File: config.mk
export PLATFORM = sky130hd
export DESIGN_NAME = pld_macrocell
export DESIGN_NICKNAME = d
export VERILOG_FILES = /design/src/rtl/pld_mc_pkg.sv /design/src/rtl/pld_sum_term.sv /design/src/rtl/pld_mc_reg.sv /design/src/rtl/pld_mc_outsel.sv /design/src/rtl/pld_macrocell.sv
export SDC_FILE = /design/constraint.sdc
export NUM_CORES = 1
export LEC_CHECK = 0
export BUFFER_PORTS_ARGS = -buffer_cell sky130_fd_sc_hd__buf_2
export CAP_MARGIN = 20
export CORE_MARGIN = 2
export CORE_UTILIZATION = 28
export CTS_CLUSTER_DIAMETER = 120
export CTS_CLUSTER_SIZE = 16
export DETAILED_ROUTE_END_ITERATION = 6
export PLACE_DENSITY = 0.83
export SLEW_MARGIN = 20
export SYNTH_ARGS = -nofsm -noshare
export SYNTH_HDL_FRONTEND = slang
export SYNTH_SLANG_ARGS = --single-unit
File: constraint.sdc
create_clock -name clk -period 2 [get_ports clk]
set_clock_uncertainty 0.15 [all_clocks]
set_input_delay 0.5 -clock clk [delete_from_list [all_inputs] [get_ports clk]]
set_output_delay 0.5 -clock clk [all_outputs]
set_load 0.01 [all_outputs]
File: src/rtl/pld_mc_pkg.sv
package pld_mc_pkg;
  localparam int unsigned NREG = 2;
  typedef enum logic {PATH_A = 1'b0, PATH_B = 1'b1} path_e;
endpackage

File: src/rtl/pld_sum_term.sv
module pld_sum_term #(
  parameter int unsigned NPT   = 8,
  parameter int unsigned MINPT = 4,
  parameter int unsigned CW    = $clog2(NPT + 1)
) (
  input  logic [NPT-1:0] pt,
  input  logic [CW-1:0]  cnt,
  output logic           sum
);
  logic [CW-1:0]  n_eff;
  logic [NPT-1:0] live;

  // clamp the configured count into the legal window
  always_comb begin
    if (cnt < CW'(MINPT))      n_eff = CW'(MINPT);
    else if (cnt > CW'(NPT))   n_eff = CW'(NPT);
    else                       n_eff = cnt;
  end

  for (genvar i = 0; i < NPT; i++) begin : g_mask
    assign live[i] = (n_eff > CW'(i));
  end

  assign sum = |(pt & live);
endmodule

File: src/rtl/pld_mc_reg.sv
module pld_mc_reg (
  input  logic clk,
  input  logic rst,
  input  logic ck_term,
  input  logic ar_term,
  input  logic sp_term,
  input  logic d,
  input  logic pl_en,
  input  logic pl_val,
  output logic q_vis
);
  logic q;
  logic ck_prev;
  logic edge_hit;

  assign edge_hit = ck_term & ~ck_prev;

  always_ff @(posedge clk) begin
    if (rst) begin
      q       <= 1'b0;
      ck_prev <= 1'b1;   // a term held high through reset is no edge
    end else begin
      ck_prev <= ck_term;
      if (pl_en)         q <= pl_val;
      else if (ar_term)  q <= 1'b0;
      else if (edge_hit) q <= sp_term ? 1'b1 : d;
    end
  end

  // clear masks the visible value in the same cycle
  assign q_vis = q & ~ar_term;

  assert_hold_R3: assert property (@(posedge clk) disable iff (rst)
    (!pl_en && !ar_term && !edge_hit) |=> $stable(q));
  assert_clear_R4: assert property (@(posedge clk) disable iff (rst)
    (ar_term && !pl_en) |=> (q == 1'b0));
  assert_preset_R5: assert property (@(posedge clk) disable iff (rst)
    (edge_hit && sp_term && !ar_term && !pl_en) |=> (q == 1'b1));
  assert_reset_R8: assert property (@(posedge clk)
    rst |=> (q == 1'b0));
  assert_preload_R9: assert property (@(posedge clk) disable iff (rst)
    pl_en |=> (q == $past(pl_val)));
endmodule

File: src/rtl/pld_mc_outsel.sv
module pld_mc_outsel
  import pld_mc_pkg::*;
(
  input  logic [NREG-1:0] q_vis,
  input  logic [NREG-1:0] comb,
  input  path_e           sel,
  input  logic            reg_mode,
  input  logic            inv,
  input  logic            oe_term,
  input  logic            pin_in,
  output logic            pin_out,
  output logic            pin_oe,
  output logic            fb_pin
);
  logic src;

  always_comb begin
    if (sel == PATH_B) src = reg_mode ? q_vis[1] : comb[1];
    else               src = reg_mode ? q_vis[0] : comb[0];
  end

  assign pin_out = src ^ inv;
  assign pin_oe  = oe_term;
  assign fb_pin  = oe_term ? pin_out : pin_in;
endmodule

File: src/rtl/pld_macrocell.sv
module pld_macrocell
  import pld_mc_pkg::*;
#(
  parameter int unsigned NPT   = 8,
  parameter int unsigned MINPT = 4,
  parameter int unsigned CW    = $clog2(NPT + 1)
) (
  input  logic            clk,
  input  logic            rst,
  input  logic [CW-1:0]   cfg_cnt_a,
  input  logic [CW-1:0]   cfg_cnt_b,
  input  logic            cfg_comb,
  input  logic            cfg_pin_sel,
  input  logic            cfg_pin_reg,
  input  logic            cfg_inv,
  input  logic [NPT-1:0]  pt_a,
  input  logic [NPT-1:0]  pt_b,
  input  logic [NREG-1:0] ck_pt,
  input  logic [NREG-1:0] ar_pt,
  input  logic            sp_pt,
  input  logic            oe_pt,
  input  logic            pl_en,
  input  logic [NREG-1:0] pl_val,
  input  logic            pin_in,
  output logic            pin_out,
  output logic            pin_oe,
  output logic [NREG-1:0] fb_q,
  output logic            fb_pin
);
  logic [NREG-1:0][NPT-1:0] pt_arr;
  logic [NREG-1:0][CW-1:0]  cnt_arr;
  logic [NREG-1:0]          sums;
  logic [NREG-1:0]          path_d;

  assign pt_arr  = {pt_b, pt_a};
  assign cnt_arr = {cfg_cnt_b, cfg_cnt_a};

  for (genvar k = 0; k < NREG; k++) begin : g_sum
    pld_sum_term #(.NPT(NPT), .MINPT(MINPT), .CW(CW)) u_sum (
      .pt  (pt_arr[k]),
      .cnt (cnt_arr[k]),
      .sum (sums[k])
    );
  end

  // path A can absorb sum B when the terms are combined
  assign path_d[0] = cfg_comb ? (sums[0] | sums[1]) : sums[0];
  assign path_d[1] = sums[1];

  for (genvar k = 0; k < NREG; k++) begin : g_reg
    pld_mc_reg u_reg (
      .clk     (clk),
      .rst     (rst),
      .ck_term (ck_pt[k]),
      .ar_term (ar_pt[k]),
      .sp_term (sp_pt),
      .d       (path_d[k]),
      .pl_en   (pl_en),
      .pl_val  (pl_val[k]),
      .q_vis   (fb_q[k])
    );
  end

  pld_mc_outsel u_out (
    .q_vis    (fb_q),
    .comb     (path_d),
    .sel      (path_e'(cfg_pin_sel)),
    .reg_mode (cfg_pin_reg),
    .inv      (cfg_inv),
    .oe_term  (oe_pt),
    .pin_in   (pin_in),
    .pin_out  (pin_out),
    .pin_oe   (pin_oe),
    .fb_pin   (fb_pin)
  );

  assert_pin_tracks_reg_R6: assert property (@(posedge clk) disable iff (rst)
    (cfg_pin_reg && !cfg_inv) |-> (pin_out == fb_q[cfg_pin_sel]));
  assert_pin_feedback_R7: assert property (@(posedge clk) disable iff (rst)
    !oe_pt |-> (fb_pin == pin_in));
endmodule

Word-level counts from Yosys, hierarchy flattened

Index checks and enable logic that the tools add are counted.
W data, S select, Z words.

Magnitude comparators: 20
Muxes and demuxes: 17
Bitwise operators: 12
Reduce and logical (&&, ||, !) cells: 4

Operators by type and width:

| cell                 | number |
|---|---|
| $gt A4 B3 Y1 const B | 8 |
| $and A8 B8 Y8        | 2 |
| $gt A4 B1 Y1 const B | 4 |
| $gt A4 B2 Y1 const B | 4 |
| $mux W4              | 4 |
| $reduce_or A8 Y1     | 2 |
| $mux W1              | 13 |
| $gt A4 B4 Y1 const B | 2 |
| $lt A4 B3 Y1 const B | 2 |
| $reduce_bool A3 Y1   | 2 |
| $and A1 B1 Y1        | 4 |
| $not A1 Y1           | 4 |
| $or A1 B1 Y1         | 1 |
| $xor A1 B1 Y1        | 1 |

Flip-flop bits (word level): 4
Word-level logic and storage cells: 57

Depth between registers and ports, before layout

Gate-level depths: netlist of the first run.

Word-level depth: 12
Depth in mapped cells: 6
Mapped depth without buffers: 6

By module

A second synthesis of the first run with hierarchy kept.

Cell total of the unflattened synthesis: 41
Area, all modules: 337.8 µm²

By module, submodules not included:

| module        | instances | cells an instance | area an instance (µm²) | sequential area each (µm²) |
|---|---|---|---|---|
| pld_mc_reg    | 2         | 10                | 96.3                   | 40.0 |
| pld_sum_term  | 2         | 8                 | 43.8                   | 0.0 |
| pld_mc_outsel | 1         | 4                 | 50.0                   | 0.0 |
| pld_macrocell | 1         | 1                 | 7.5                    | 0.0 |

Worst setup path before layout of the first run

No wires, ideal clock.

Path type: input -> output
Start point: in pt_a[0]
End point: out fb_pin
Arrival: 1548 ps
Setup slack: -198 ps
Cell stages on the path: 6
Buffers on the path: 0
Path through: nor4_1 -> o211ai_1 -> a31oi_1 -> a311o_1 -> nand3_1 -> a31o_1

Word-level cells in the longest chain between the ends: 8

RTL lines:

| item                 | line                | text |
|---|---|---|
| start: declaration   | pld_macrocell.sv:16 | `input logic [NPT-1:0] pt_a,` |
| $and A8 B8 Y8 (*)    | pld_sum_term.sv:24  | `assign sum = \|(pt & live);` |
| $reduce_or A8 Y1 (*) | pld_sum_term.sv:24  |  |
| $or A1 B1 Y1         | pld_macrocell.sv:47 | `assign path_d[0] = cfg_comb ? (sums[0] \| sums[1]) : sums[0];` |
| $mux W1 (*)          | pld_macrocell.sv:47 |  |
| $mux W1 (*)          | pld_mc_outsel.sv:19 | `else src = reg_mode ? q_vis[0] : comb[0];` |
| $mux W1 (*)          | pld_mc_outsel.sv:18 | `if (sel == PATH_B) src = reg_mode ? q_vis[1] : comb[1];` |
| $xor A1 B1 Y1 (*)    | pld_mc_outsel.sv:22 | `assign pin_out = src ^ inv;` |
| $mux W1 (*)          | pld_mc_outsel.sv:24 | `assign fb_pin = oe_term ? pin_out : pin_in;` |
| end: declaration     | pld_macrocell.sv:28 | `output logic fb_pin` |

Every way passes the cells marked *; elsewhere a longest branch is shown, timed or not.

Worst setup path in the final report of the first run

Same ends and word-level chain as after synthesis.

==> results of run 1 <==
worst reg2reg max path, cell delays in order (launching register included):
cell      delay, ps
dfxtp_1         290
nor2b_1         150
nor2_1           60
a2111o_1        370
a21oi_1         130
placed cells by master, fill, tap and decap left out:
cell / Yosys / routed
a2111o_1: 1 / 1
a21o_1: 1 / 1
a21o_2: 2 / 2
a21oi_1: 6 / 6
a311o_1: 1 / 1
a31o_1: 1 / 1
a31oi_1: 1 / 1
and2_4: 0 / 1
and3_2: 1 / 1
buf_2: 0 / 41
buf_4: 3 / 5
buf_6: 0 / 3
clkbuf_4: 0 / 3
dfxtp_1: 4 / 4
inv_1: 3 / 3
nand2_1: 3 / 3
nand3_2: 0 / 1
nor2_1: 5 / 5
nor2b_1: 4 / 4
nor3_1: 3 / 3
nor4_2: 0 / 1
nor4_4: 0 / 1
nor4b_1: 1 / 1
o211ai_1: 1 / 1
o21ai_0: 3 / 3
o21ai_2: 1 / 1
o22ai_2: 1 / 1
or2_2: 2 / 2
state kept, by name (all words and copies together), names as in the netlist:
signal	cells
g.u_reg.ck_prev	2
g.u_reg.q	2
layer usage:
metal,track usage [%],up-vias
li1,-,287
met1,15.53,249
met2,26.59,20
met3,5.000,0
met4,5.000,0
met5,0,-
worst max-delay path by stage:
stage	endpoint	start	cells past startpoint
final	fb_pin	pt_a[0]	8
after global routing	fb_pin	pt_a[0]	8
after CTS	fb_pin	pt_a[0]	8
after detailed placement	pin_out	pt_a[0]	8
after global placement	pin_out	pt_a[0]	8
after floorplan	fb_pin	cfg_cnt_b[1]	6
kinds of logic (layout without fill, tap and decap cells):
group | after synthesis | in the layout | synth area share [%]
AND/OR/NAND/NOR | 23 | 23 | 33.22
AO/OA/AOI/OAI | 19 | 19 | 36.24
buffers and inverters | 6 | 55 | 9.060
flip-flops | 4 | 4 | 21.48
what timing repair did:
action / CTS / global route
pin swaps: 1 / 1
setup endpoints to repair: 2 / 2
setup buffers: 1 / 0
resized for setup: 3 / 3
report_power, final:
| group | switching, mW | total [mW] | internal, mW |
|---|---|---|---|
| logic | 0.0454 | 0.109 | 0.0635 |
| clock network | 0.0347 | 0.102 | 0.0672 |
| registers | 0.00180 | 0.0863 | 0.0845 |
| total | 0.0820 | 0.297 | 0.215 |
final cells by class:
class	instances	area share (%)
Clock buffer	3	3.237
Multi-Input combinational cell	42	41.19
Sequential cell	4	11.51
Timing Repair Buffer	49	39.75
Inverter	3	1.619
Tap cell	15	2.698
==> load_flow_metrics.sql, run 1 <==
INSERT INTO impl_metrics (metric_group, metric, value, unit) VALUES
('run_status', 'outcome', 'complete, but fails checks', ''),
('run_status', 'violations', 'negative setup slack', ''),
('synth', 'synth.area.top_cells', 'dfxtp_1 21%, a21oi_1 8.1%, nor2b_1 6.7%', ''),
('setup_path', 'critical_path_required', '1350', 'ps'),
('synth', 'avg_synthesized_cell_area', '7.170', 'um^2'),
('global_routing', 'antenna_found_initial', '0', ''),
('final_layout', 'multiInputGateArea', '286.5', 'um^2'),
('synth', 'dominantRegCellSynth', 'dfxtp_1', ''),
('setup_path', 'critical_path_arrival', '1830', 'ps'),
('detailed_routing', 'met1_length', '479', 'um'),
('power_and_ir_drop', 'leakage_dissipation', '0.3587', 'nW'),
('clock_tree', 'clock_tree.root_cell', 'clkbuf_4', ''),
('detailed_routing', 'route.detailed.wl_per_inst', '10.52', 'um'),
('global_routing', 'maximum_number_of_pins_on_one_net_before_global_route_repair', '6', ''),
('clock_tree', 'cts_buffer_depth', '2', ''),
('die', 'die_w', '40.49', 'um'),
('timing', 'worst_slack', '-476.7', 'ps'),
('timing', 'max_freq', '403.8', 'MHz'),
('synth', 'synth_cell_type_count', '24', ''),
('die', 'die_height', '40.49', 'um'),
('clock_tree', 'tritoncts', 'built', ''),
('setup_path', 'critPathMaxStageDelay', '260', 'ps'),
('timing', 'fin_crit', '2477', 'ps'),
('global_routing', 'grt.overflow.total', '0', ''),
('detailed_routing', 'detail_route.vias_per_cell', '4.793', ''),
('hold_path', 'hold_crit_start', 'ck_pt[1]', ''),
('placed_design', 'hpwl', '979.3', 'um'),
('timing', 'slew_headroom', '84.80', '%'),
('synth', 'area_of_the_mapped_netlist', '372.9', 'um^2'),
('placed_design', 'gp_routability_congestion', '0.6801', ''),
('detailed_routing', 'wirelength', '1220', 'um'),
('synth', 'ys_seq_elements', '4', ''),
('synth', 'synth_largest_type_area_fraction', '21.48', '%'),
('power_and_ir_drop', 'total_power', '0.2973', 'mW'),
('setup_path', 'crit_path_start_kind', 'input pin', ''),
('timing', 'final_hold_viol_count', '0', ''),
('setup_path', 'crit_chain', 'buf_6, nor4_4, o211ai_1, a31oi_1, a311o_1, a21o_1, a31o_1, buf_2', ''),
('die', 'area_of_the_core', '1269', 'um^2'),
('synth', 'yosysTopAreaCell', 'dfxtp_1', ''),
('clock_tree', 'cts_buffers', '3', ''),
('timing', 'maxSlewViolCount', '0', ''),
('clock_tree', 'ctsHoldBuffers', '0', ''),
('synth', 'synthesis.yosys.warnings', '0', ''),
('global_routing', 'wire_length_of_the_first_global_routing_pass', '1573', 'um'),
('global_routing', 'grt_pass1_vias', '463', ''),
('setup_path', 'crit_family', 'compound AO/OA/AOI/OAI gates', ''),
('timing', 'finalHoldWorstSlack', '311.6', 'ps'),
('detailed_routing', 'route.detailed.drc', '0', ''),
('final_layout', 'diodes', '0', ''),
('final_layout', 'final_layout_size_suffix_gt1_share', '62.38', '%'),
('synth', 'mappedNetlistNets', '92', ''),
('placed_design', 'pre_cts_ws', '-442.8', 'ps'),
('synth', 'synth-seq-area-share', '21.48', '%'),
('final_layout', 'area_growth', '86.58', '%'),
('synth', 'synth.cells.most_frequent', '6 x a21oi_1, 5 x nor2_1, 4 x dfxtp_1, 4 x nor2b_1', ''),
('synth', 'post-synth-top-count-cell', 'a21oi_1', ''),
('power_and_ir_drop', 'powerDensity', '427.4', 'nW/um^2'),
('setup_path', 'critPathSlowestCell', 'nor4_4', ''),
('placed_design', 'port_buffers', '44', ''),
('final_layout', 'layout.cells.non_filler', '116', ''),
('final_layout', 'postLayoutCellArea', '695.7', 'um^2'),
('timing', 'timing.final.setup_violations', '2', ''),
('clock_tree', 'cts_max_level', '1', ''),
('synth', 'synth-async-reset-ratio', '0', '%'),
('detailed_routing', 'route.met2.wl', '675', 'um'),
('final_layout', 'seq_area', '80.08', 'um^2'),
('setup_path', 'worst-path-max-fanout', '2', ''),
('clock_tree', 'cts.sinks', '4', ''),
('timing', 'grt_setup_unrepaired', 'yes', ''),
('die', 'core.rowCount', '13', ''),
('setup_path', 'timing.reg2reg.setup_slack', '790', 'ps');
Note: power is estimated with default switching activity, not from simulation.
==> run 2, diff against run 1 <==
--- a/config.mk
+++ b/config.mk
@@ -7,11 +7,12 @@
 export LEC_CHECK = 0
 export BUFFER_PORTS_ARGS = -buffer_cell sky130_fd_sc_hd__buf_2
 export CAP_MARGIN = 20
-export CORE_MARGIN = 2
-export CORE_UTILIZATION = 28
+export CORE_AREA = 2 2 39 41
+export CTS_BUF_LIST = sky130_fd_sc_hd__clkbuf_8
 export CTS_CLUSTER_DIAMETER = 120
 export CTS_CLUSTER_SIZE = 16
 export DETAILED_ROUTE_END_ITERATION = 6
+export DIE_AREA = 0 0 41 43
 export PLACE_DENSITY = 0.83
 export SLEW_MARGIN = 20
 export SYNTH_ARGS = -nofsm -noshare
==> load_flow_metrics.sql, run 2 (synthesized netlist as in run 1, its figures left out) <==
INSERT INTO impl_metrics (metric_group, metric, value, unit) VALUES
('hold_path', 'timing.hold.worst.class', 'in -> reg', ''),
('global_routing', 'most_congested_layer_reported_by_global_routing', 'met2', ''),
('timing', 'min_period_over_period', '123.2', '%'),
('die', 'die_w', '41', 'um'),
('setup_path', 'crit_path_start_kind', 'input pin', ''),
('detailed_routing', 'detail_route.vias_per_cell', '4.831', ''),
('timing', 'max_freq', '405.8', 'MHz'),
('clock_tree', 'post-cts-setup-buffer-count', '0', ''),
('clock_tree', 'cts_buffer_depth', '2', ''),
('setup_path', 'critical_path_required', '1350', 'ps'),
('clock_tree', 'clock_tree.root_cell', 'clkbuf_8', ''),
('timing', 'total_negative_setup_slack', '-905.5', 'ps'),
('setup_path', 'worst-path-max-fanout', '2', ''),
('setup_path', 'critical_path_arrival', '1810', 'ps'),
('clock_tree', 'cts.sinks', '4', ''),
('final_layout', 'finish.net_count', '144', ''),
('power_and_ir_drop', 'power_report.internal_total', '0.2779', 'mW'),
('detailed_routing', 'vias', '570', ''),
('setup_path', 'timing.setup.critical_path_class', 'in -> out', ''),
('detailed_routing', 'antenna_left', '0', ''),
('timing', 'fin_crit', '2464', 'ps'),
('run_status', 'outcome', 'complete, but fails checks', ''),
('global_routing', 'antenna_found_initial', '0', ''),
('placed_design', 'pre_cts_ws', '-487.0', 'ps'),
('final_layout', 'final_layout_size_suffix_gt1_share', '62.75', '%'),
('timing', 'maxSlewViolCount', '0', ''),
('die', 'die_height', '43', 'um'),
('hold_path', 'hold_crit_start', 'rst', ''),
('final_layout', 'largestRegisters', 'g.u_reg.ck_prev (2), g.u_reg.q (2)', ''),
('detailed_routing', 'dr.pass1.iters', '4', ''),
('final_layout', 'postLayoutCellArea', '723.2', 'um^2'),
('setup_path', 'critPathCapture', 'fb_pin', ''),
('setup_path', 'crit_start', 'pt_a[3]', ''),
('power_and_ir_drop', 'total_power', '0.3639', 'mW'),
('global_routing', 'grtUsageMet1', '11.82', '%'),
('power_and_ir_drop', 'fraction_of_power_spent_switching_nets', '23.62', '%'),
('final_layout', 'fillCellCount', '144', ''),
('clock_tree', 'tritoncts', 'built', ''),
('setup_path', 'reg2reg_from', 'g_reg[1].u_reg.ck_prev', ''),
('setup_path', 'r2r_cells', '4', ''),
('die', 'fp.dieArea', '1763', 'um^2'),
('global_routing', 'grtUsageMet3', '3.141', '%'),
('clock_tree', 'ctsHoldBuffers', '0', ''),
('final_layout', 'layout.cells.most_common', 'buf_2', ''),
('timing', 'final_hold_viol_count', '0', ''),
('job', 'maxCapViolations', '0', ''),
('setup_path', 'timing.reg2reg.setup_slack', '810', 'ps'),
('clock_tree', 'cts_max_level', '1', ''),
('placed_design', 'placed_cell_area', '648.1', 'um^2'),
('placed_design', 'gp_routability_congestion', '0.7060', ''),
('placed_design', 'hpwl', '966.3', 'um'),
('global_routing', 'grt_pass1_vias', '500', ''),
('final_layout', 'layout.cells.most_common_list', '41 x buf_2, 6 x a21oi_1, 6 x buf_4, 5 x nor2_1', ''),
('die', 'area_of_the_core', '1384', 'um^2'),
('power_and_ir_drop', 'leakage_dissipation', '0.3724', 'nW'),
('detailed_routing', 'violation_count_after_the_first_detailed_route_iteration', '6', ''),
('die', 'num_io_pins', '45', ''),
('final_layout', 'diodes', '0', ''),
('global_routing', 'grt.overflow.total', '0', ''),
('clock_tree', 'clock_latency', '210', 'ps'),
('global_routing', 'met2_use_gr', '26.56', '%'),
('clock_tree', 'cts_buffers', '3', ''),
('clock_tree', 'path_clk_slew', '30', 'ps'),
('placed_design', 'dpl.cell_count', '115', ''),
('timing', 'slew_headroom', '83.75', '%'),
('power_and_ir_drop', 'netSwitchingPower', '0.08596', 'mW'),
('final_layout', 'seq_area', '80.08', 'um^2'),
('setup_path', 'regToRegEndpoint', 'g_reg[1].u_reg.q', ''),
('detailed_routing', 'route.detailed.wl_per_inst', '9.966', 'um'),
('power_and_ir_drop', 'combinationalPowerShare', '30.3', '%'),
('setup_path', 'cp-end-kind', 'output port', ''),
('power_and_ir_drop', 'worst_ir_drop_vdd', '0.0004895', 'V'),
('run_status', 'violations', 'negative setup slack', ''),
('die', 'start_util', '26.94', '%'),
('power_and_ir_drop', 'power.sequential.fraction', '23.7', '%'),
('global_routing', 'wire_length_of_the_first_global_routing_pass', '1656', 'um'),
('timing', 'worst_slack', '-464.2', 'ps'),
('timing', 'timing.final.setup_violations', '2', ''),
('power_and_ir_drop', 'p_clk_share', '46.0', '%'),
('power_and_ir_drop', 'powerDensity', '503.1', 'nW/um^2'),
('global_routing', 'maximum_number_of_pins_on_one_net_before_global_route_repair', '6', ''),
('die', 'core.rowCount', '14', ''),
('placed_design', 'port_buffers', '44', ''),
('final_layout', 'multiInputGateArea', '286.5', 'um^2'),
('detailed_routing', 'wirelength', '1176', 'um'),
('final_layout', 'layout.cells.non_filler', '118', ''),
('timing', 'slew_at_the_pin_with_the_worst_max_slew_slack', '240.4', 'ps'),
('detailed_routing', 'route.detailed.drc', '0', ''),
('timing', 'grt_setup_unrepaired', 'yes', ''),
('final_layout', 'area_growth', '93.96', '%'),
('global_routing', 'grt_usage', '14.03', '%');
## run 2: cell types whose count changed in the layout (fill, tap and decap cells not counted)
| cell | previous run | this run |
|---|---|---|
| buf_4 | 5 | 6 |
| clkbuf_4 | 3 | 0 |
| clkbuf_8 | 0 | 3 |
## run 2: repair_timing
item | 4_1_cts | 5_1_grt
cloned | 0 | 0
setup endpoints to repair | 2 | 2
resized for setup | 6 | 0
pin swaps | 6 | 4
## run 2: worst max-delay path, cell delays in order
cell and delay, ps:
buf_6 100, nor4_4 250, o211ai_1 110, a31oi_1 200
a311o_1 230, nand3_2 90, a31o_1 200, buf_2 130
## run 2: power by group through the flow
stage	logic [mW]	clock network [mW]	registers [mW]
2_1_floorplan	0.0412	0	0.0870
3_3_place_gp	0.0966	0	0.0872
3_5_place_dp	0.0997	0	0.0874
4_1_cts	0.110	0.173	0.0864
5_1_grt	0.122	0.182	0.0869
6_report	0.110	0.167	0.0863
## run 2: cell type report
type | count | area share, %
flip-flops and latches | 4 | 11.07
multi-input cells | 42 | 39.62
clock buffers | 3 | 5.709
well taps | 16 | 2.768
inverters | 3 | 1.557
repair buffers | 50 | 39.27
## run 2: worst min path at each step
stage / cells past startpoint / slack (ps) / to
floorplan: 1 / 420 / g_reg[1].u_reg.q
global placement: 3 / 430 / g_reg[1].u_reg.q
detailed placement: 3 / 450 / g_reg[1].u_reg.q
CTS: 2 / 330 / g_reg[1].u_reg.q
global route: 2 / 340 / g_reg[1].u_reg.q
finish: 2 / 330 / g_reg[1].u_reg.q
## run 2: layer usage
layer | vias up | share of wire (%)
met1 | 243 | 35
met3 | 2 | 13
met4 | 0 | 1.6
met5 | - | 0
li1 | 293 | -
met2 | 32 | 51
## run 2: stage by stage
stage | util [%] | hold slack, ps
finish | 52.26 | 329.8
global route | 52.26 | 342.1
CTS | 52.26 | 327.9
detailed placement | 46.84 | 449.7
global placement | 46.84 | 434.0
floorplan | - | 419.1
